### config.mk
export PLATFORM = sky130hd
export DESIGN_NAME = nand_bus_timer
export DESIGN_NICKNAME = d
export VERILOG_FILES = /design/src/rtl/nbt_pkg.sv /design/src/rtl/nbt_decode.sv /design/src/rtl/nbt_seq.sv /design/src/rtl/nbt_capture.sv /design/src/rtl/nbt_ready.sv /design/src/rtl/nand_bus_timer.sv
export SDC_FILE = /design/constraint.sdc
export NUM_CORES = 1
export LEC_CHECK = 0
export BUFFER_PORTS_ARGS = -buffer_cell sky130_fd_sc_hd__buf_4
export CORE_ASPECT_RATIO = 0.9
export CORE_MARGIN = 5
export CORE_UTILIZATION = 54
export CTS_CLUSTER_SIZE = 40
export DETAILED_ROUTE_END_ITERATION = 6
export PLACE_DENSITY_LB_ADDON = 0.25
export SYNTH_ARGS = -nofsm -noshare
export SYNTH_HDL_FRONTEND = slang
export SYNTH_SLANG_ARGS = --single-unit
### constraint.sdc
create_clock -name clk -period 2.5 [get_ports clk]
set_clock_uncertainty 0.1 [all_clocks]
set_input_delay 0.25 -clock clk [delete_from_list [all_inputs] [get_ports clk]]
set_output_delay 0.25 -clock clk [all_outputs]
set_load 0.02 [all_outputs]
### src/rtl/nbt_pkg.sv
package nbt_pkg;

    localparam int FIELD_W  = 8;
    localparam int BYTE_W   = 8;
    localparam int OFS_CMD  = 0;
    localparam int OFS_ADDR = 4;
    localparam int OFS_DATA = 8;

    typedef logic [FIELD_W-1:0] tick_t;

    // Write timing word, most significant byte first.
    typedef struct packed {
        tick_t ce_dly;
        tick_t post_wait;
        tick_t cyc;
        tick_t hi;
    } wr_tim_t;

    // Read timing word, most significant byte first.
    typedef struct packed {
        tick_t sample;
        tick_t hold;
        tick_t low;
        tick_t release_gap;
    } rd_tim_t;

    typedef enum logic [1:0] {
        K_CMD  = 2'd0,
        K_ADDR = 2'd1,
        K_DATA = 2'd2,
        K_NONE = 2'd3
    } kind_e;

    typedef enum logic [2:0] {
        PH_IDLE  = 3'd0,
        PH_SETUP = 3'd1,
        PH_WLOW  = 3'd2,
        PH_WHIGH = 3'd3,
        PH_WAIT  = 3'd4,
        PH_RLOW  = 3'd5,
        PH_RHOLD = 3'd6,
        PH_RREL  = 3'd7
    } phase_e;

    // Counter preload for a phase of f clocks; zero counts as one clock.
    function automatic tick_t load_of(tick_t f);
        return (f == '0) ? '0 : f - tick_t'(1);
    endfunction

    // Preload for the write-strobe low pulse: cycle minus high width, at least one.
    function automatic tick_t wlow_load(tick_t cyc, tick_t hi);
        return (cyc > hi) ? (cyc - hi - tick_t'(1)) : '0;
    endfunction

endpackage

### src/rtl/nbt_decode.sv
module nbt_decode
    import nbt_pkg::*;
#(
    parameter int WIN_BITS = 8
) (
    input  logic                req_write,
    input  logic [WIN_BITS-1:0] ofs,
    output kind_e               kind,
    output logic                hit
);

    always_comb begin
        kind = K_NONE;
        if (ofs == WIN_BITS'(OFS_CMD) && req_write) begin
            kind = K_CMD;
        end else if (ofs == WIN_BITS'(OFS_ADDR) && req_write) begin
            kind = K_ADDR;
        end else if (ofs == WIN_BITS'(OFS_DATA)) begin
            kind = K_DATA;
        end
        hit = (kind != K_NONE);
    end

endmodule

### src/rtl/nbt_seq.sv
module nbt_seq
    import nbt_pkg::*;
#(
    parameter int CS_W = 2
) (
    input  logic              clk,
    input  logic              rst,
    input  logic              start,
    input  logic              start_wr,
    input  kind_e             start_kind,
    input  logic [CS_W-1:0]   start_cs,
    input  logic [BYTE_W-1:0] start_data,
    input  wr_tim_t           wt_in,
    input  rd_tim_t           rt_in,
    output phase_e            phase,
    output logic              cur_wr,
    output kind_e             cur_kind,
    output logic [CS_W-1:0]   cur_cs,
    output logic [BYTE_W-1:0] cur_data,
    output rd_tim_t           rt,
    output logic              rlow_enter,
    output logic              read_end
);

    tick_t   cnt;
    wr_tim_t wt;
    logic    phase_done;

    assign phase_done = (cnt == '0);
    assign rlow_enter = (phase == PH_SETUP) && phase_done && !cur_wr;
    assign read_end   = (phase == PH_RREL) && phase_done;

    always_ff @(posedge clk) begin
        if (rst) begin
            phase    <= PH_IDLE;
            cnt      <= '0;
            cur_wr   <= 1'b0;
            cur_kind <= K_NONE;
            cur_cs   <= '0;
            cur_data <= '0;
            wt       <= '0;
            rt       <= '0;
        end else if (phase == PH_IDLE) begin
            if (start) begin
                phase    <= PH_SETUP;
                cnt      <= load_of(wt_in.ce_dly);
                cur_wr   <= start_wr;
                cur_kind <= start_kind;
                cur_cs   <= start_cs;
                cur_data <= start_data;
                wt       <= wt_in;
                rt       <= rt_in;
            end
        end else if (!phase_done) begin
            cnt <= cnt - tick_t'(1);
        end else begin
            unique case (phase)
                PH_SETUP: begin
                    if (cur_wr) begin
                        phase <= PH_WLOW;
                        cnt   <= wlow_load(wt.cyc, wt.hi);
                    end else begin
                        phase <= PH_RLOW;
                        cnt   <= load_of(rt.low);
                    end
                end
                PH_WLOW: begin
                    phase <= PH_WHIGH;
                    cnt   <= load_of(wt.hi);
                end
                PH_WHIGH: begin
                    phase <= PH_WAIT;
                    cnt   <= load_of(wt.post_wait);
                end
                PH_RLOW: begin
                    phase <= PH_RHOLD;
                    cnt   <= load_of(rt.hold);
                end
                PH_RHOLD: begin
                    phase <= PH_RREL;
                    cnt   <= load_of(rt.release_gap);
                end
                default: begin
                    phase <= PH_IDLE;
                    cnt   <= '0;
                end
            endcase
        end
    end

endmodule

### src/rtl/nbt_capture.sv
module nbt_capture
    import nbt_pkg::*;
(
    input  logic              clk,
    input  logic              rst,
    input  logic              arm,
    input  tick_t             delay,
    input  logic              fin,
    input  logic [BYTE_W-1:0] dq_in,
    output logic [BYTE_W-1:0] rd_data,
    output logic              rd_valid
);

    logic  armed;
    tick_t acnt;

    always_ff @(posedge clk) begin
        if (rst) begin
            armed    <= 1'b0;
            acnt     <= '0;
            rd_data  <= '0;
            rd_valid <= 1'b0;
        end else begin
            rd_valid <= 1'b0;
            if (arm) begin
                armed <= 1'b1;
                acnt  <= load_of(delay);
            end else if (armed) begin
                if (acnt == '0 || fin) begin
                    rd_data  <= dq_in;
                    rd_valid <= 1'b1;
                    armed    <= 1'b0;
                end else begin
                    acnt <= acnt - tick_t'(1);
                end
            end
        end
    end

endmodule

### src/rtl/nbt_ready.sv
module nbt_ready (
    input  logic clk,
    input  logic rst,
    input  logic rb,
    input  logic mask,
    output logic ready
);

    logic s1, s2;

    always_ff @(posedge clk) begin
        if (rst) begin
            s1 <= 1'b0;
            s2 <= 1'b0;
        end else begin
            s1 <= rb;
            s2 <= s1;
        end
    end

    assign ready = s2 && !mask;

endmodule

### src/rtl/nand_bus_timer.sv
module nand_bus_timer
    import nbt_pkg::*;
#(
    parameter int CS_NUM   = 4,
    parameter int WIN_BITS = 8
) (
    input  logic                               clk,
    input  logic                               rst,
    input  logic [31:0]                        timing_wr,
    input  logic [31:0]                        timing_rd,
    input  logic                               req_valid,
    input  logic                               req_write,
    input  logic [$clog2(CS_NUM)+WIN_BITS-1:0] req_addr,
    input  logic [BYTE_W-1:0]                  req_wdata,
    output logic                               busy,
    output logic [BYTE_W-1:0]                  rd_data,
    output logic                               rd_valid,
    output logic [31:0]                        status,
    output logic [CS_NUM-1:0]                  nand_ce_n,
    output logic                               nand_cle,
    output logic                               nand_ale,
    output logic                               nand_we_n,
    output logic                               nand_re_n,
    output logic [BYTE_W-1:0]                  nand_dq_out,
    output logic                               nand_dq_oe,
    input  logic [BYTE_W-1:0]                  nand_dq_in,
    input  logic                               nand_rb
);

    localparam int CS_W   = $clog2(CS_NUM);
    localparam int ADDR_W = CS_W + WIN_BITS;

    kind_e             req_kind;
    logic              req_hit;
    logic              start;
    phase_e            phase;
    logic              cur_wr;
    kind_e             cur_kind;
    logic [CS_W-1:0]   cur_cs;
    logic [BYTE_W-1:0] cur_data;
    rd_tim_t           rt;
    logic              rlow_enter;
    logic              read_end;
    logic              ready;

    nbt_decode #(.WIN_BITS(WIN_BITS)) u_decode (
        .req_write (req_write),
        .ofs       (req_addr[WIN_BITS-1:0]),
        .kind      (req_kind),
        .hit       (req_hit)
    );

    assign start = req_valid && req_hit && !busy;

    nbt_seq #(.CS_W(CS_W)) u_seq (
        .clk        (clk),
        .rst        (rst),
        .start      (start),
        .start_wr   (req_write),
        .start_kind (req_kind),
        .start_cs   (req_addr[ADDR_W-1:WIN_BITS]),
        .start_data (req_wdata),
        .wt_in      (wr_tim_t'(timing_wr)),
        .rt_in      (rd_tim_t'(timing_rd)),
        .phase      (phase),
        .cur_wr     (cur_wr),
        .cur_kind   (cur_kind),
        .cur_cs     (cur_cs),
        .cur_data   (cur_data),
        .rt         (rt),
        .rlow_enter (rlow_enter),
        .read_end   (read_end)
    );

    nbt_capture u_capture (
        .clk      (clk),
        .rst      (rst),
        .arm      (rlow_enter),
        .delay    (rt.sample),
        .fin      (read_end),
        .dq_in    (nand_dq_in),
        .rd_data  (rd_data),
        .rd_valid (rd_valid)
    );

    nbt_ready u_ready (
        .clk   (clk),
        .rst   (rst),
        .rb    (nand_rb),
        .mask  (phase == PH_WAIT),
        .ready (ready)
    );

    assign busy        = (phase != PH_IDLE);
    assign nand_ce_n   = busy ? ~(CS_NUM'(1) << cur_cs) : '1;
    assign nand_cle    = busy && cur_wr && (cur_kind == K_CMD);
    assign nand_ale    = busy && cur_wr && (cur_kind == K_ADDR);
    assign nand_we_n   = (phase != PH_WLOW);
    assign nand_re_n   = (phase != PH_RLOW);
    assign nand_dq_oe  = busy && cur_wr;
    assign nand_dq_out = cur_data;
    assign status      = {ready, 31'd0};

endmodule

==> flow_summary.yaml, run 1 <==
outcome:
  outcome: "finished, final reports clean"
place:
  place_hpwl_um: 13400
  place_congestion: 0.968
  dpl.cell_count: 1060
  portBuffers: 122
grt:
  grt_pass1_wl_um: 28000
  antenna_found_initial: 0
  grt_max_degree: 55
  track_usage: 0.253
  grt_overflow: 0
  grt_pass1_vias: 5736
synthesis:
  syn_avg_cell_area_um2: 7.68
  synth-async-reset-ratio: 0
  ys_seq_elements: 100
  ys.flop_type: "dfxtp_1"
  synth_edf_count: 0
  seq_area_frac_synth: 0.329
  netlist_instances: 792
  yosys_warnings: 0
  syn_area_um2: 6080
  synth.distinct_cells: 76
floorplanning:
  rows: 36
  dieWidth_um: 122
  core_area_um2: 10900
  fp.dieH_um: 111
  io_pins: 154
  dieArea_um2: 13500
  start_util: 0.556
run:
  maxCapViolCount: 0
cts:
  ctsLongestPathBuffers: 2
  tritoncts: "yes"
  clock_sinks: 100
  cts_buffers: 9
  path_clk_slew_ps: 80
  clock-root-buffer: "clkbuf_16"
  htree_levels: 3
  clk_latency_ps: 360
  post_cts_buffers: 0
hold_path:
  hold_path.startpoint: "nand_dq_in[3]"
  hold_depth: 3
  hold_class: "primary input to flip-flop"
  hold_end: "u_capture.rd_data[3]$_SDFFE_PP0P_"
timing:
  drv_slew: 0
  fin_setup_tns_ps: 0
  worstMarginPinSlew_ps: 651
  holdWs_ps: 24.0
  slew_headroom: 0.563
  setup_violations: 0
  rsz0062_at_grt: "no"
  max_freq_mhz: 420
  finalCriticalPeriod_ps: 2380
  post-route-period-util: 0.952
  finalHoldViolCount: 0
setup_path:
  reg2reg_slack_ps: 120
  critPathKind: "flip-flop to flip-flop"
  cp-start-kind: "flip-flop"
  worstRegToRegCells: 5
  required_ps: 2610
  path_cells: "or4_4 > o311ai_4 > o22ai_1 > o31ai_1 > o221ai_1"
  worstReg2RegEnd: "u_seq.cnt[1]$_SDFFE_PP0P_"
  regToRegStartpoint: "u_seq.rt[2]$_SDFFE_PP0P_"
  path_max_fanout: 6
  critPathCaptureType: "flip-flop"
  worst_ep_arrival_time_ps: 2490
  critPathMaxStageDelay_ps: 590
  crit_slowest_cell: "or4_4"
drt:
  vias_per_cell: 5.56
  wl_per_cell_um: 16.0
  first_pass_iters: 5
  drc: 0
  vias: 5983
  drt-initial-drc-count: 378
  drtAntennaViolNets: 0
  routed_wl_um: 17200
power_and_ir_drop:
  p_leak_nw: 3.00
  irDropWorstVdd_v: 0.000510
  power_mw: 5.47
  p_per_area_nw_per_um2: 732
final_layout:
  final_cell_mix: "nand2_1, buf_4, dfxtp_1, a21oi_1, nor2_1"
  antenna_cells: 0
  nFillCells: 936
  fin_util: 0.683
  seqCellArea_um2: 2000
  area_growth_syn_to_layout_pct: 23.0
  final_common_cell: "nand2_1"
  final-instance-count-excl-fill: 1077
  multi_input_area_um2: 3690
  nets: 1040
  layout-drive-gt1-share: 0.209
metrics by stage:
stage                     setup WS (ps)  area [µm²]
final                               120        7480
after global routing               19.6        7480
after CTS                           109        7460
after detailed placement            123        7140
after global placement              191        7140
after floorplan                     281        6190
worst max path at each step:
stage / startpoint / endpoint / cells past startpoint
CTS: u_seq.cnt[0]$_SDFFE_PP0P_ / u_capture.acnt[7]$_SDFFE_PP0P_ / 8
detailed placement: u_seq.cnt[0]$_SDFFE_PP0P_ / u_capture.acnt[7]$_SDFFE_PP0P_ / 8
global placement: u_seq.cnt[0]$_SDFFE_PP0P_ / u_capture.acnt[7]$_SDFFE_PP0P_ / 8
floorplan: u_seq.rt[2]$_SDFFE_PP0P_ / u_seq.cnt[4]$_SDFFE_PP0P_ / 6
finish: u_seq.rt[2]$_SDFFE_PP0P_ / u_seq.cnt[1]$_SDFFE_PP0P_ / 5
global route: u_seq.cnt[0]$_SDFFE_PP0P_ / u_capture.rd_data[7]$_SDFFE_PP0P_ / 10
cell type report:
| type | count | share of cell area |
|---|---|---|
| clock inverter | 7 | 0.0107 |
| sequential | 100 | 0.268 |
| tap | 152 | 0.0254 |
| multi-input combinational | 618 | 0.494 |
| timing repair buffer | 150 | 0.151 |
| clock buffer | 9 | 0.0301 |
| inverter | 41 | 0.0206 |
critical path: cells and delay by family, from the launching register on:
kind,cells,cell delay [ps]
AO/OA/AOI/OAI,4,1170
flip-flops,1,360
AND/OR/NAND/NOR,1,590
cells in the mapped netlist, drive strengths merged, types with 13 or more instances:
cell type	instances	area [µm²]
clkbuf	24	91.3
ha	24	300
nor3	24	148
mux2i	13	130
o22ai	18	113
buf	39	268
dfxtp	100	2000
nand2	155	582
inv	41	154
o21ai	15	75.1
nor2	59	221
xnor2	26	228
a21oi	98	490
routing by layer:
| metal | GRT usage | part of all wire |
|---|---|---|
| met1 | 0.356 | 0.46 |
| met2 | 0.393 | 0.44 |
| met3 | 0.0566 | 0.081 |
| met4 | 0.0627 | 0.017 |
| met5 | 0 | 0 |
timing repair:
item                       in CTS  in global routing
setup endpoints to repair       0                  8
resized for setup               0                  5
hold buffers                    1                  0
hold endpoints to repair        1                  0
report_power, final:
part	leakage [nW]	internal [mW]	total, mW	switching [mW]
clock network	0.146	0.712	1.41	0.698
logic	2.04	0.975	2.17	1.20
registers	0.807	1.73	1.89	0.156
total	3.00	3.42	5.47	2.05
registers in the layout, summed over array words and instances (netlist names):
register	cells
u_capture.armed	1
u_capture.rd_data	8
u_seq.cnt	8
u_ready.s2	1
u_capture.acnt	8
u_seq.cur_cs	2
u_seq.phase	3
u_seq.cur_wr	1
u_ready.s1	1
u_seq.cur_kind	2
u_seq.wt	24
u_seq.cur_data	8
u_capture.rd_valid	1
u_seq.rt	32
kinds of logic (layout without fill, tap and decap cells):
| logic type | after synthesis | count (layout) | share of synthesized area |
|---|---|---|---|
| fa+ha+maj | 25 | 25 | 0.0527 |
| xor+xnor | 34 | 34 | 0.0490 |
| mux | 14 | 14 | 0.0233 |
| flops | 100 | 100 | 0.329 |
| compound gates | 193 | 193 | 0.203 |
| buf+inv | 104 | 207 | 0.0844 |
| simple gates | 321 | 321 | 0.258 |
| other cells | 1 | 31 | 0.000617 |
Power figures use the tool's default switching activity.
==> run 2: changes to the inputs <==
--- a/config.mk
+++ b/config.mk
@@ -7,7 +7,7 @@
 export LEC_CHECK = 0
 export BUFFER_PORTS_ARGS = -buffer_cell sky130_fd_sc_hd__buf_4
 export CORE_ASPECT_RATIO = 0.9
-export CORE_MARGIN = 5
+export CORE_MARGIN = 3
 export CORE_UTILIZATION = 54
 export CTS_CLUSTER_SIZE = 40
 export DETAILED_ROUTE_END_ITERATION = 6
==> run 2 against run 1 <==
  * Combinational power is 2% higher
  * Count of clock-buffer cells in the layout did not move
  * Via count rose by 1.1%
  * Clock power increased by 3%
  * Die area decreased by 6.8%
  * Register-to-register slack got worse by 20 ps
  * Power grew 1.8%
  * Flip-flop and latch count unchanged
  * Sequential share of layout area fell by 0.12 points
  * Worst hold slack improved by 1.2 ps
  * Largest power group unchanged
  * Highest routed layer unchanged
==> flow_summary.yaml, run 2 (synthesis gave the netlist of run 1 again) <==
outcome:
  outcome: "finished, final reports clean"
setup_path:
  regToRegStartpoint: "u_seq.rt[2]$_SDFFE_PP0P_"
  cp-start-kind: "flip-flop"
  required_ps: 2620
  path_max_fanout: 6
  critPathKind: "flip-flop to flip-flop"
  timing.critical_path.buf_inv: 0
  critPathCaptureType: "flip-flop"
  crit_path_end: "u_seq.cnt[4]$_SDFFE_PP0P_"
  reg2reg_slack_ps: 100
  path_cells: "or4_4 > o311ai_4 > o22ai_1 > or2_1 > a2111oi_4 > a221oi_2"
  crit_path_start: "u_seq.rt[2]$_SDFFE_PP0P_"
  crit_slowest_cell: "or4_4"
  critPathMaxStageDelay_ps: 590
  path_depth: 6
  cpLargestDelayFamily: "compound AO/OA/AOI/OAI gates"
  worst_ep_arrival_time_ps: 2520
  worstRegToRegCells: 6
  worstReg2RegEnd: "u_seq.cnt[4]$_SDFFE_PP0P_"
floorplanning:
  core_area_um2: 10900
  rows: 36
  start_util: 0.558
  io_pins: 154
  fp.dieH_um: 107
  dieArea_um2: 12600
  dieWidth_um: 118
drt:
  first_pass_iters: 5
  routed_wl_um: 17300
  drtAntennaViolNets: 0
  wl_per_cell_um: 16.0
  vias_per_cell: 5.60
  drt-initial-drc-count: 397
  drc: 0
  vias: 6049
grt:
  grt_pass1_wl_um: 28100
  grt_max_degree: 58
  grt_overflow: 0
  track_usage: 0.270
  grt_pass1_vias: 5617
  antenna_found_initial: 0
cts:
  htree_levels: 3
  path_clk_slew_ps: 70
  clk_latency_ps: 360
  tritoncts: "yes"
  clock_sinks: 100
  clock-root-buffer: "clkbuf_16"
  cts_buffers: 9
  ctsLongestPathBuffers: 2
power_and_ir_drop:
  p_per_area_nw_per_um2: 741
  irDropWorstVdd_v: 0.000590
  p_leak_nw: 3.02
timing:
  setup_ws_ps: 102
  max_freq_mhz: 417
  finalCriticalPeriod_ps: 2400
  finalHoldViolCount: 0
  drv_slew: 0
  rsz0062_at_grt: "no"
  post-route-period-util: 0.959
  worstMarginPinSlew_ps: 634
  setup_violations: 0
  fin_setup_tns_ps: 0
  slew_headroom: 0.575
place:
  place_hpwl_um: 13400
  portBuffers: 122
  pre_cts_ws_ps: 50.9
  place_congestion: 0.899
final_layout:
  reg_top3: "u_seq.rt: 32 flops, u_seq.wt: 24 flops"
  area_growth_syn_to_layout_pct: 23.5
  antenna_cells: 0
  final_cell_mix: "nand2_1, buf_4, dfxtp_1, a21oi_1, nor2_1"
  nets: 1044
  final_common_cell: "nand2_1"
  regMostFlops: "u_seq.rt"
  fin_util: 0.689
  layout-drive-gt1-share: 0.211
  largest_register_ff_count: 32
run:
  maxCapViolCount: 0
hold_path:
  hold_class: "primary input to flip-flop"
  hold_path.startpoint: "nand_dq_in[1]"
[run 2: layer usage]
metal,vias to the layer above,wire length [µm],GRT usage
met5,-,0,0
met4,0,233,0.0661
met3,21,1330,0.0549
met2,243,7780,0.432
met1,2806,7920,0.377
li1,2979,-,-
[run 2: where the power goes]
group	internal [mW]	leakage (nW)	switching, mW
Combinational	0.995	2.06	1.22
Sequential	1.74	0.807	0.167
Clock	0.792	0.149	0.653
[run 2: worst min path at each step]
stage	to	slack [ps]	cells past startpoint
6_report	u_capture.rd_data[1]$_SDFFE_PP0P_	30	3
4_1_cts	u_ready.s1$_SDFF_PP0_	1	2
3_3_place_gp	u_seq.cur_data[7]$_SDFFE_PP0P_	340	2
3_5_place_dp	u_seq.cur_data[2]$_SDFFE_PP0P_	340	2
5_1_grt	u_capture.rd_data[3]$_SDFFE_PP0P_	40	3
2_1_floorplan	u_ready.s1$_SDFF_PP0_	280	1
[run 2: final cells by class]
cell class / count / area, µm²
Multi-Input combinational cell: 618 / 3690
Fill cell: 957 / 3390
Sequential cell: 100 / 2000
Timing Repair Buffer: 154 / 1170
Clock buffer: 9 / 225
Tap cell: 152 / 190
Inverter: 41 / 154
Clock inverter: 7 / 80.1
[run 2: per-stage QoR]
step / hold WS (ps) / instances / cell area (µm²) / total power, mW
finish: 25.2 / 1081 / 7510 / 5.57
global route: 37.4 / 1081 / 7510 / 5.88
CTS: 1.02 / 1077 / 7460 / 5.53
detailed placement: 345 / 1061 / 7150 / 4.09
global placement: 340 / 1061 / 7150 / 4.03
floorplan: 278 / 822 / 6190 / 3.47
[run 2: timing repair]
action | in CTS | in global routing
endpoints found under the setup margin | 0 | 17
gates resized for setup | 0 | 2
buffers inserted | 0 | 3
hold buffers | 0 | 1
hold endpoints to repair | 0 | 1
[run 2: tightest hold or removal path, delay by kind of cell]
family                 cells  cell delay [ps]
buffers and inverters      1               70
AND/OR/NAND/NOR            1               70
multiplexers               1               50
